===== config.mk =====
export PLATFORM = sky130hd
export DESIGN_NAME = acc_cpu_seq
export DESIGN_NICKNAME = d
export VERILOG_FILES = /design/src/rtl/acc_seq_pkg.sv /design/src/rtl/acc_seq_ctrl.sv /design/src/rtl/acc_seq_alu.sv /design/src/rtl/acc_seq_datapath.sv /design/src/rtl/acc_cpu_seq.sv
export SDC_FILE = /design/constraint.sdc
export NUM_CORES = 1
export LEC_CHECK = 0
export CORE_MARGIN = 2
export CORE_UTILIZATION = 53
export DETAILED_ROUTE_END_ITERATION = 10
export PLACE_DENSITY_LB_ADDON = 0.25
export SETUP_SLACK_MARGIN = 0.4
export SYNTH_ARGS = -nofsm -noshare
export SYNTH_HDL_FRONTEND = slang
export SYNTH_SLANG_ARGS = --single-unit

===== constraint.sdc =====
create_clock -name clk_i -period 2.3 [get_ports clk_i]
set_input_delay 0.46 -clock clk_i [delete_from_list [all_inputs] [get_ports clk_i]]
set_output_delay 0.46 -clock clk_i [all_outputs]
set_load 0.03 [all_outputs]

===== src/rtl/acc_seq_pkg.sv =====
package acc_seq_pkg;
  localparam int OPW   = 4;
  localparam int NUNIT = 7;
  localparam int U_PC  = 0;
  localparam int U_IR  = 1;
  localparam int U_MEM = 2;
  localparam int U_ACC = 3;
  localparam int U_B   = 4;
  localparam int U_ALU = 5;
  localparam int U_ADR = 6;
  localparam int STW   = 3;

  localparam logic [OPW-1:0] OP_LOAD = 4'h1;
  localparam logic [OPW-1:0] OP_ADD  = 4'h2;
  localparam logic [OPW-1:0] OP_JUMP = 4'h3;

  typedef logic [NUNIT-1:0] strobe_t;
  typedef logic [STW-1:0]   step_t;

  function automatic step_t last_step(logic [OPW-1:0] op);
    case (op)
      OP_LOAD: return step_t'(3);
      OP_ADD:  return step_t'(4);
      OP_JUMP: return step_t'(2);
      default: return step_t'(0);
    endcase
  endfunction
endpackage


===== src/rtl/acc_seq_ctrl.sv =====
module acc_seq_ctrl
  import acc_seq_pkg::*;
(
  input  logic           clk_i,
  input  logic           rst_ni,
  input  logic [OPW-1:0] fetch_op_i,
  input  logic [OPW-1:0] ir_op_i,
  output strobe_t        rd_o,
  output strobe_t        wr_o,
  output logic           pc_inc_o,
  output logic           fetch_o
);
  step_t step_q, step_d;

  always_ff @(posedge clk_i or negedge rst_ni) begin
    if (!rst_ni) step_q <= '0;
    else         step_q <= step_d;
  end

  always_comb begin
    rd_o     = '0;
    wr_o     = '0;
    pc_inc_o = 1'b0;
    step_d   = '0;
    if (step_q == '0) begin
      rd_o[U_MEM] = 1'b1;
      wr_o[U_IR]  = 1'b1;
      pc_inc_o    = 1'b1;
      step_d      = (last_step(fetch_op_i) != '0) ? step_t'(1) : '0;
    end else begin
      step_d = (step_q == last_step(ir_op_i)) ? '0 : step_q + step_t'(1);
      case (step_q)
        step_t'(1): begin
          rd_o[U_IR]  = 1'b1;
          wr_o[U_ADR] = 1'b1;
        end
        step_t'(2): begin
          if (ir_op_i == OP_JUMP) wr_o[U_PC]  = 1'b1;
          else                    rd_o[U_MEM] = 1'b1;
        end
        step_t'(3): begin
          if (ir_op_i == OP_LOAD) wr_o[U_ACC] = 1'b1;
          else                    wr_o[U_B]   = 1'b1;
        end
        step_t'(4): begin
          rd_o[U_ALU] = 1'b1;
          wr_o[U_ACC] = 1'b1;
        end
        default: ;
      endcase
    end
  end

  assign fetch_o = (step_q == '0);
endmodule


===== src/rtl/acc_seq_alu.sv =====
module acc_seq_alu #(
  parameter int DW = 8
) (
  input  logic [DW-1:0] a_i,
  input  logic [DW-1:0] b_i,
  output logic [DW-1:0] sum_o,
  output logic          carry_o,
  output logic          zero_o
);
  logic [DW:0] full;
  assign full    = {1'b0, a_i} + {1'b0, b_i};
  assign sum_o   = full[DW-1:0];
  assign carry_o = full[DW];
  assign zero_o  = (full[DW-1:0] == '0);
endmodule


===== src/rtl/acc_seq_datapath.sv =====
module acc_seq_datapath
  import acc_seq_pkg::*;
#(
  parameter int AW = 4,
  parameter int DW = 8
) (
  input  logic           clk_i,
  input  logic           rst_ni,
  input  strobe_t        rd_i,
  input  strobe_t        wr_i,
  input  logic           pc_inc_i,
  input  logic           fetch_i,
  input  logic [DW-1:0]  mem_rdata_i,
  output logic [AW-1:0]  mem_addr_o,
  output logic [AW-1:0]  pc_o,
  output logic [DW-1:0]  acc_o,
  output logic [1:0]     flags_o,
  output logic [OPW-1:0] ir_op_o
);
  logic [AW-1:0] pc_q, adr_q;
  logic [DW-1:0] ir_q, acc_q, b_q, hold_q;
  logic [1:0]    flags_q;
  logic [DW-1:0] drv, bus, sum;
  logic          carry, zero;

  acc_seq_alu #(.DW(DW)) u_alu (
    .a_i(acc_q), .b_i(b_q), .sum_o(sum), .carry_o(carry), .zero_o(zero)
  );

  // one-hot read strobes: OR of gated sources is the bus mux
  always_comb begin
    drv = '0;
    if (rd_i[U_PC])  drv = drv | DW'(pc_q);
    if (rd_i[U_IR])  drv = drv | ir_q;
    if (rd_i[U_MEM]) drv = drv | mem_rdata_i;
    if (rd_i[U_ACC]) drv = drv | acc_q;
    if (rd_i[U_B])   drv = drv | b_q;
    if (rd_i[U_ALU]) drv = drv | sum;
  end

  // undriven step: capture the value left by the last driven step
  assign bus = (rd_i != '0) ? drv : hold_q;

  always_ff @(posedge clk_i or negedge rst_ni) begin
    if (!rst_ni) begin
      pc_q    <= '0;
      adr_q   <= '0;
      ir_q    <= '0;
      acc_q   <= '0;
      b_q     <= '0;
      hold_q  <= '0;
      flags_q <= '0;
    end else begin
      if (rd_i != '0)  hold_q <= drv;
      if (pc_inc_i)    pc_q   <= pc_q + AW'(1);
      else if (wr_i[U_PC]) pc_q <= bus[AW-1:0];
      if (wr_i[U_IR])  ir_q   <= bus;
      if (wr_i[U_ADR]) adr_q  <= bus[AW-1:0];
      if (wr_i[U_ACC]) acc_q  <= bus;
      if (wr_i[U_B])   b_q    <= bus;
      if (rd_i[U_ALU]) flags_q <= {carry, zero};
    end
  end

  assign mem_addr_o = fetch_i ? pc_q : adr_q;
  assign pc_o       = pc_q;
  assign acc_o      = acc_q;
  assign flags_o    = flags_q;
  assign ir_op_o    = ir_q[DW-1 -: OPW];
endmodule


===== src/rtl/acc_cpu_seq.sv =====
module acc_cpu_seq
  import acc_seq_pkg::*;
#(
  parameter int AW = 4,
  localparam int DW = AW + OPW
) (
  input  logic              clk_i,
  input  logic              rst_ni,
  input  logic [DW-1:0]     mem_rdata_i,
  output logic [AW-1:0]     mem_addr_o,
  output logic [NUNIT-1:0]  rd_o,
  output logic [NUNIT-1:0]  wr_o,
  output logic              pc_inc_o,
  output logic [AW-1:0]     pc_o,
  output logic [DW-1:0]     acc_o,
  output logic [1:0]        flags_o
);
  strobe_t        rd, wr;
  logic           pc_inc, fetch;
  logic [OPW-1:0] ir_op;

  acc_seq_ctrl u_ctrl (
    .clk_i, .rst_ni,
    .fetch_op_i(mem_rdata_i[DW-1 -: OPW]),
    .ir_op_i(ir_op),
    .rd_o(rd), .wr_o(wr), .pc_inc_o(pc_inc), .fetch_o(fetch)
  );

  acc_seq_datapath #(.AW(AW), .DW(DW)) u_dp (
    .clk_i, .rst_ni,
    .rd_i(rd), .wr_i(wr), .pc_inc_i(pc_inc), .fetch_i(fetch),
    .mem_rdata_i, .mem_addr_o, .pc_o, .acc_o, .flags_o,
    .ir_op_o(ir_op)
  );

  assign rd_o     = rd;
  assign wr_o     = wr;
  assign pc_inc_o = pc_inc;
endmodule


==> impl_metrics.json, run 1 <==
{
  "syn_inst": 269,
  "synth.distinct_cells": 51,
  "ant_nets": 0,
  "cts_root_buf": "clkbuf_8",
  "rsz0062_at_grt": "yes",
  "yosysMostFrequentCell": "dfrtp_1",
  "drt-total-wl_mm": 8.70,
  "fin_tns_setup_ns": 0,
  "max_freq_mhz": 447,
  "syn_area_sq_um": 2570,
  "synth_top_area_cell": "dfrtp_1",
  "p_leak_nw": 1.84,
  "die_w_um": 73.7,
  "die_area_sq_um": 5430,
  "core_sq_um": 4690,
  "layout-area-overhead-vs-synth_pct": 57.7,
  "setup_ws_ns": 0.0608,
  "min_path_type": "primary input to asynchronous set/reset pin",
  "first_pass_iters": 5,
  "cts_buffer_depth": 2,
  "cts_sinks": 45,
  "grt.total_usage_pct": 31.0,
  "diodes": 0,
  "finalNetCount": 397,
  "crit_type": "flop to flop",
  "yosys-top-cells-count": "dfrtp_1, nand2_1, nor2_1, a21oi_1, o21ai_0",
  "grt_pass1_wl_mm": 12.6,
  "cts_buffers": 5,
  "skew_ns": 0.0120,
  "finalMaxSlewViolations": 0,
  "cp_cell_sequence": "ha_4 -> inv_2 -> fa_2 -> nor2b_2 -> o31a_1 -> o31a_1 -> or3_1 -> a32o_1",
  "avgSynthCellArea_sq_um": 9.57,
  "vias_per_cell": 6.26,
  "drive_gt1_share_pct": 49.1,
  "seq_area_frac_synth_pct": 43.7,
  "setup_viol": 0,
  "synthTopCellsByArea": "dfrtp_1, ha_1, mux2_2",
  "post-dp-hpwl_mm": 4.59,
  "vdd_ir_drop_max_v": 0.000651,
  "fin_crit_sh_pct": 97.4,
  "cp.required_ns": 2.50,
  "num_io_pins": 43,
  "cp_common_cell": "o31a_1",
  "place_inst": 372,
  "design_area_sq_um": 4060,
  "clk_pin_slew_worst_paths_ns": 0.09,
  "status": "completed",
  "layout_min_cycle_time_ns": 2.24,
  "std_cell_rows": 25,
  "cpPeakStageDelay_ns": 0.44,
  "clock_latency_ns": 0.31,
  "total_power_mw": 4.36,
  "grt_pass1_vias": 2557,
  "portBuffers": 36,
  "p_per_area_nw_per_um2": 1070,
  "slew_headroom_pct": 43.4,
  "antenna_found_initial": 0,
  "overflow": 0,
  "async_flop_share_pct": 100,
  "whs_ns": 0.251,
  "start_util_pct": 54.9,
  "final_util_pct": 86.5,
  "drc": 0,
  "ys.flop_type": "dfrtp_1",
  "tightest_slew_ns": 0.850,
  "synth_warnings": 0,
  "synth_top_area_share_pct": 43.7,
  "hold_violations": 0,
  "drv_cap": 0,
  "cts_tree": "built",
  "gp_congestion": 0.890,
  "synth-edff-count": 0,
  "setup.worst_path.start_class": "flop",
  "arrival_ns": 2.44,
  "ys_ff_latch": 45,
  "wl_per_cell_um": 20.4,
  "crit_path_end_kind": "flop",
  "die_h_um": 73.7,
  "grt_max_degree": 38,
  "critical_path.slowest_cell": "dfrtp_2",
  "fin_cells": 427,
  "critPathMaxFanout": 3,
  "num_vias": 2673,
  "drtIter0Drc": 273,
  "htreeDepth": 2,
  "dpl_cell_area_sq_um": 3180,
  "dp_slack_ns": 0.0117
}
[flip-flops by register name, indices dropped and copies added (netlist names)]
| name | cells |
|---|---|
| u_dp.hold_q | 8 |
| u_dp.flags_o | 2 |
| u_dp.adr_q | 4 |
| u_dp.ir_q | 8 |
| u_ctrl.step_q | 3 |
| u_dp.acc_o | 8 |
| u_dp.pc_o | 4 |
| u_dp.b_q | 8 |
[routing by layer]
metal	GRT usage [%]	routed length [um]
met5	0	0
met4	16.4	424
met3	5.76	612
met2	52.3	4280
met1	37.5	3380
[repair_timing]
action                                  4_1_cts  5_1_grt
setup buffers                                31       15
resized for setup                            94       27
endpoints found under the setup margin       50       52
hold buffers                                  0        0
pin swaps                                    28       16
gates cloned                                  0        1
hold endpoints to repair                      0        0
[worst paths after layout]
check | from | endpoint | slack (ns) | cells after the start
setup / recovery | u_dp.acc_o[0] | u_dp.flags_o[0] | 0.06 | 8
hold / removal | rst_ni | u_dp.adr_q[3] | 0.25 | 1
setup reg to reg | u_dp.acc_o[0] | u_dp.flags_o[0] | 0.06 | 8
hold reg to reg | u_dp.ir_q[3] | u_dp.ir_q[3] | 0.50 | 2
max in group asynchronous | rst_ni | u_dp.hold_q[6] | 1.44 | 2
min in group clk_i | u_dp.ir_q[3] | u_dp.ir_q[3] | 0.50 | 2
[final cells by class]
cell class	instances	area (sq um)
Fill cell	216	632
Clock inverter	1	30.0
Inverter	15	75.1
Tap cell	54	67.6
Timing Repair Buffer	107	1010
Multi-Input combinational cell	198	1650
Sequential cell	45	1130
Clock buffer	7	86.3
[critical path, delay by kind of cell, from the launching register on]
kind | cells | cell delay (ns)
flops | 1 | 0.44
simple gates | 2 | 0.45
fa+ha+maj | 2 | 0.37
compound gates | 3 | 0.82
buf+inv | 1 | 0.05
[power by group]
part	switching [mW]	total, mW	leakage [nW]	internal, mW
logic	1.30	2.47	1.25	1.16
clock network	0.291	0.646	0.0585	0.355
registers	0.227	1.25	0.528	1.02
total	1.82	4.36	1.84	2.54
[cell usage in the layout, fill, tap and decap left out, types with 4 or more instances in the layout]
cell,netlist,layout
nand2_1,42,30
inv_2,0,4
conb_1,1,6
ha_4,0,8
a21oi_1,17,9
dfrtp_2,0,7
clkdlybuf4s50_1,0,17
o21ai_1,1,9
clkbuf_8,0,6
inv_1,12,4
nand2_2,1,11
dfrtp_1,45,38
nor3_1,4,4
nor2_1,20,15
buf_6,0,27
mux2_2,14,11
o21ai_0,17,6
a21oi_2,0,8
buf_4,10,53
ha_1,14,6
nor2_2,1,5
[cell families (layout without fill, tap and decap cells)]
| logic type | after synthesis | in the layout | synth area share, % |
|---|---|---|---|
| adder cells (fa/ha/maj) | 15 | 15 | 7.58 |
| flip-flops | 45 | 45 | 43.7 |
| XOR/XNOR | 6 | 6 | 2.04 |
| other | 1 | 6 | 0.146 |
| AND/OR/NAND/NOR | 86 | 86 | 15.5 |
| multiplexers | 16 | 16 | 6.90 |
| AO/OA/AOI/OAI | 69 | 69 | 18.0 |
| buffers and inverters | 31 | 130 | 6.12 |
Power figures use the tool's default switching activity.
==> run 2: changes to the inputs <==
--- a/config.mk
+++ b/config.mk
@@ -6,7 +6,7 @@
 export NUM_CORES = 1
 export LEC_CHECK = 0
 export CORE_MARGIN = 2
-export CORE_UTILIZATION = 53
+export CORE_UTILIZATION = 40
 export DETAILED_ROUTE_END_ITERATION = 10
 export PLACE_DENSITY_LB_ADDON = 0.25
 export SETUP_SLACK_MARGIN = 0.4
==> impl_metrics.json, run 2 (synthesized netlist as in run 1, its figures left out) <==
{
  "start_util_pct": 41.0,
  "first_pass_iters": 4,
  "tightest_slew_ns": 0.856,
  "p_leak_nw": 1.95,
  "min_path_type": "primary input to asynchronous set/reset pin",
  "cp.required_ns": 1.84,
  "cts_buffers": 5,
  "die_w_um": 84.2,
  "fin_crit_sh_pct": 97.6,
  "grt_pass1_vias": 2446,
  "grt.total_usage_pct": 21.6,
  "cts_sinks": 45,
  "fin_tns_setup_ns": 0,
  "core_sq_um": 6280,
  "cp_common_cell": "buf_6",
  "overflow": 0,
  "htreeDepth": 2,
  "drt-total-wl_mm": 8.10,
  "status": "completed",
  "drtIter0Drc": 150,
  "drive_gt1_share_pct": 53.1,
  "critPathMaxFanout": 3,
  "final_cell_mix": "buf_4, buf_6, dfrtp_1",
  "die_h_um": 84.2,
  "p_int_mw": 2.72,
  "cpPeakStageDelay_ns": 0.47,
  "num_vias": 2497,
  "crit_type": "flop to primary output",
  "portBuffers": 36,
  "drv_cap": 0,
  "vdd_ir_drop_max_v": 0.000893,
  "rsz0062_at_grt": "yes",
  "pwr-share-clk_pct": 13.5,
  "diodes": 0,
  "mostFrequentLayoutCell": "buf_4",
  "setup.worst_path.start_class": "flop",
  "cp_cell_sequence": "buf_6 -> ha_4 -> nand2b_4 -> or3_4 -> nor2_4 -> buf_6",
  "max_freq_mhz": 446,
  "critical_path.slowest_cell": "dfrtp_1",
  "setup_viol": 0,
  "grt_max_degree": 37,
  "cts_hold_buf": 0,
  "layout_min_cycle_time_ns": 2.24,
  "p_per_area_nw_per_um2": 1040,
  "finalNetCount": 414,
  "die_area_sq_um": 7100,
  "layout-area-overhead-vs-synth_pct": 69.6,
  "post-dp-hpwl_mm": 4.76,
  "p_sw_share_pct": 40.2,
  "drc": 0,
  "finalMaxSlewViolations": 0,
  "seqPwrFrac_pct": 27.7,
  "slew_headroom_pct": 42.9,
  "combPwrFrac_pct": 58.9,
  "grt_pass1_wl_mm": 12.2,
  "arrival_ns": 1.78,
  "gp_congestion": 0.799,
  "crit_path_end_kind": "primary output",
  "cts_root_buf": "clkbuf_8",
  "critPathTopFamily": "simple AND/OR/NAND/NOR gates",
  "vias_per_cell": 5.35,
  "total_power_mw": 4.56,
  "clock_latency_ns": 0.31,
  "hold_violations": 0,
  "ant_nets": 0,
  "antenna_found_initial": 0,
  "clk_pin_slew_worst_paths_ns": 0.10,
  "wl_per_cell_um": 17.3,
  "std_cell_rows": 29,
  "num_io_pins": 43,
  "skew_ns": 0.0147,
  "cts_tree": "built",
  "switching_power_mw": 1.83,
  "cts_buffer_depth": 2,
  "path_buf_inv": 2
}
run 2: cell count changes in the layout (fill, tap and decap cells not counted), sizes merged:
cell	delta
buf	+16
bufbuf	+1
clkbuf	-2
clkinv	-1
clkinvlp	+1
inv	+2
run 2: final cells by class:
class | instances | area (sq um)
flip-flops and latches | 45 | 1130
inverters | 15 | 76.3
repair buffers | 123 | 1190
multi-input cells | 198 | 1750
fillers | 448 | 1910
clock inverters | 2 | 38.8
well taps | 77 | 96.3
clock buffers | 6 | 72.6
repair inverters | 1 | 7.51
run 2: worst paths after layout:
kind / startpoint / to / slack (ns) / cells past startpoint
min in group clk_i: u_dp.ir_q[3] / u_dp.ir_q[3] / 0.50 / 2
hold / removal: rst_ni / u_dp.ir_q[2] / 0.25 / 1
hold reg to reg: u_dp.ir_q[3] / u_dp.ir_q[3] / 0.50 / 2
max in group asynchronous: rst_ni / u_dp.hold_q[0] / 1.43 / 2
setup reg to reg: u_ctrl.step_q[1] / u_dp.b_q[7] / 0.10 / 10
setup / recovery: u_ctrl.step_q[1] / wr_o[0] / 0.06 / 6
run 2: through the flow:
| stage | worst slack (ns) | instance area, sq um | hold slack, ns | utilization, % | instances |
|---|---|---|---|---|---|
| after floorplan | 0.168 | 2740 | 0.164 | - | 274 |
| after global placement | 0.0533 | 3230 | 0.468 | 51.5 | 398 |
| after detailed placement | 0.0137 | 3230 | 0.472 | 51.5 | 398 |
| after CTS | 0.145 | 3880 | 0.287 | 61.8 | 442 |
| after global routing | 0.00675 | 4370 | 0.303 | 69.6 | 467 |
| final | 0.0563 | 4370 | 0.248 | 69.6 | 467 |
run 2: metal layers:
metal	routed length, um	track usage [%]	vias to the layer above
met4	174	9.09	0
li1	-	-	1186
met1	3380	29.2	1206
met3	423	4.23	17
met5	0	0	-
met2	4110	33.9	88
run 2: worst register-to-register path, delay by kind of cell (launching register included):
kind / cells / cell delay (ns)
AO/OA/AOI/OAI: 3 / 0.53
adder cells (fa/ha/maj): 1 / 0.21
buffers and inverters: 5 / 0.63
flip-flops: 1 / 0.47
multiplexers: 1 / 0.26
run 2: power groups by stage:
stage	combinational [mW]	sequential, mW	clock (mW)
floorplan	1.06	1.27	0
global placement	1.64	1.22	0
detailed placement	1.66	1.22	0
CTS	2.22	1.22	0.618
global route	2.86	1.30	0.662
finish	2.68	1.26	0.613
run 2: timing repair:
action                                 CTS  global route
setup endpoints to repair               49            51
cloned                                   2             0
pin swaps                               22            22
resized for setup                       78            78
endpoints found under the hold margin    0             0
buffers inserted                        34            25
==> run 3: changes to the inputs <==
--- a/config.mk
+++ b/config.mk
@@ -6,8 +6,9 @@
 export NUM_CORES = 1
 export LEC_CHECK = 0
 export CORE_MARGIN = 2
-export CORE_UTILIZATION = 40
+export CORE_UTILIZATION = 45
 export DETAILED_ROUTE_END_ITERATION = 10
+export DONT_BUFFER_PORTS = 1
 export PLACE_DENSITY_LB_ADDON = 0.25
 export SETUP_SLACK_MARGIN = 0.4
 export SYNTH_ARGS = -nofsm -noshare
==> impl_metrics.json, run 3 (synthesized netlist as in run 1, its figures left out) <==
{
  "status": "completed",
  "nFillCells": 384,
  "p_per_area_nw_per_um2": 1090,
  "rsz0062_at_grt": "yes",
  "register_area_sq_um": 1130,
  "layout_min_cycle_time_ns": 2.17,
  "cts_buffers": 5,
  "finalNetCount": 362,
  "diodes": 0,
  "clk_pin_slew_worst_paths_ns": 0.09,
  "reg2reg_slack_ns": 0.13,
  "setup_viol": 0,
  "die_area_sq_um": 6340,
  "place_inst": 354,
  "start_util_pct": 46.8,
  "drtIter0Drc": 205,
  "die_h_um": 79.6,
  "drv_cap": 0,
  "grt_max_degree": 46,
  "num_io_pins": 43,
  "fin_crit_sh_pct": 94.3,
  "arrival_ns": 2.35,
  "critPathMaxFanout": 3,
  "cts_root_buf": "clkbuf_8",
  "crit_end": "u_dp.flags_o[0]",
  "grt.total_usage_pct": 23.0,
  "skew_ns": 0.00884,
  "slew_headroom_pct": 66.0,
  "die_w_um": 79.6,
  "htreeDepth": 2,
  "cp-startpoint": "u_dp.acc_o[2]",
  "ant_nets": 0,
  "vdd_ir_drop_max_v": 0.000660,
  "drc": 0,
  "post-dp-hpwl_mm": 4.54,
  "cp.required_ns": 2.48,
  "multi_input_area_sq_um": 1740,
  "drive_gt1_share_pct": 51.8,
  "min_path_type": "primary input to flop",
  "finalMaxSlewViolations": 0,
  "setup.worst_path.start_class": "flop",
  "cts_sinks": 45,
  "crit_path_end_kind": "flop",
  "fin_cells": 410,
  "crit_type": "flop to flop",
  "layout-area-overhead-vs-synth_pct": 51.1,
  "hold_violations": 0,
  "mostFrequentLayoutCell": "buf_4",
  "wl_per_cell_um": 19.0,
  "total_power_mw": 4.24,
  "overflow": 0,
  "p_leak_nw": 1.70,
  "cts_buffer_depth": 2,
  "portBuffers": 0,
  "r2r-start": "u_dp.acc_o[2]",
  "tightest_slew_ns": 0.511,
  "r2r_end": "u_dp.flags_o[0]",
  "vias_per_cell": 5.87,
  "final_cell_mix": "buf_4, dfrtp_1, nand2_1",
  "std_cell_rows": 27,
  "setup_ws_ns": 0.130,
  "cts_tree": "built",
  "antenna_found_initial": 0,
  "dp_slack_ns": 0.153,
  "fin_tns_setup_ns": 0,
  "rr_worst_depth": 6,
  "clock_latency_ns": 0.30,
  "gp_congestion": 0.901,
  "core_sq_um": 5510,
  "first_pass_iters": 4,
  "drt-total-wl_mm": 7.79,
  "num_vias": 2405,
  "grt_pass1_wl_mm": 11.2,
  "grt_pass1_vias": 2230,
  "max_freq_mhz": 461
}
[run 3: cell count changes in the layout (fill, tap and decap cells not counted), moves of 4 or more]
cell and change:
buf_6 -21, clkdlybuf4s50_1 -17, buf_4 -12, nand2_4 +12, nand2_2 -11, o21ai_0 +4, o21ai_1 -4
[run 3: worst min path at each step]
stage | startpoint | endpoint | slack (ns) | cells after the start
final | mem_rdata_i[3] | u_dp.ir_q[3] | 0.27 | 2
after global routing | mem_rdata_i[3] | u_dp.ir_q[3] | 0.29 | 2
after CTS | rst_ni | u_ctrl.step_q[1] | 0.008 | 1
after detailed placement | rst_ni | u_dp.ir_q[7] | 0.17 | 0
after global placement | rst_ni | u_dp.ir_q[7] | 0.17 | 0
after floorplan | rst_ni | u_ctrl.step_q[0] | 0.16 | 0
[run 3: repair_timing]
item,4_1_cts,5_1_grt
gates cloned,1,1
endpoints found under the setup margin,38,48
hold buffers,1,1
hold endpoints to repair,45,5
pin swaps,27,17
gates resized for setup,69,54
setup buffers,25,19
[run 3: final cells by class]
cell class / count / area share [%]
inverters: 15 / 2.28
multi-input cells: 198 / 44.8
flip-flops and latches: 45 / 29.1
clock buffers: 7 / 2.22
repair buffers: 71 / 18.2
clock inverters: 1 / 0.772
repair inverters: 1 / 0.225
well taps: 72 / 2.32
[run 3: power breakdown]
group	switching [mW]	internal [mW]
Combinational	1.19	1.08
Sequential	0.326	1.02
Clock	0.280	0.355
Total	1.79	2.45
[run 3: per-layer routing]
layer | share of wire, % | wire length [um] | global-route usage [%] | vias to the layer above
li1 | - | - | - | 1090
met5 | 0 | 0 | 0 | -
met3 | 7.8 | 605 | 6.33 | 24
met4 | 2.6 | 201 | 7.07 | 0
met2 | 50 | 3870 | 38.3 | 104
met1 | 40 | 3110 | 28.9 | 1187
[run 3: worst max-delay path, cell delays in order (launching register included)]
cell     delay (ns)
dfrtp_2        0.50
ha_4           0.26
nor2b_2        0.16
o31a_1         0.27
o31a_1         0.28
or3_1          0.37
a32o_1         0.22
[run 3: stage by stage]
step	utilization, %	instance area, sq um	hold WS, ns
5_1_grt	70.7	3890	0.287
3_5_place_dp	52.2	2870	0.166
6_report	70.7	3890	0.273
2_1_floorplan	-	2740	0.164
4_1_cts	63.9	3520	0.00808
3_3_place_gp	52.2	2870	0.166
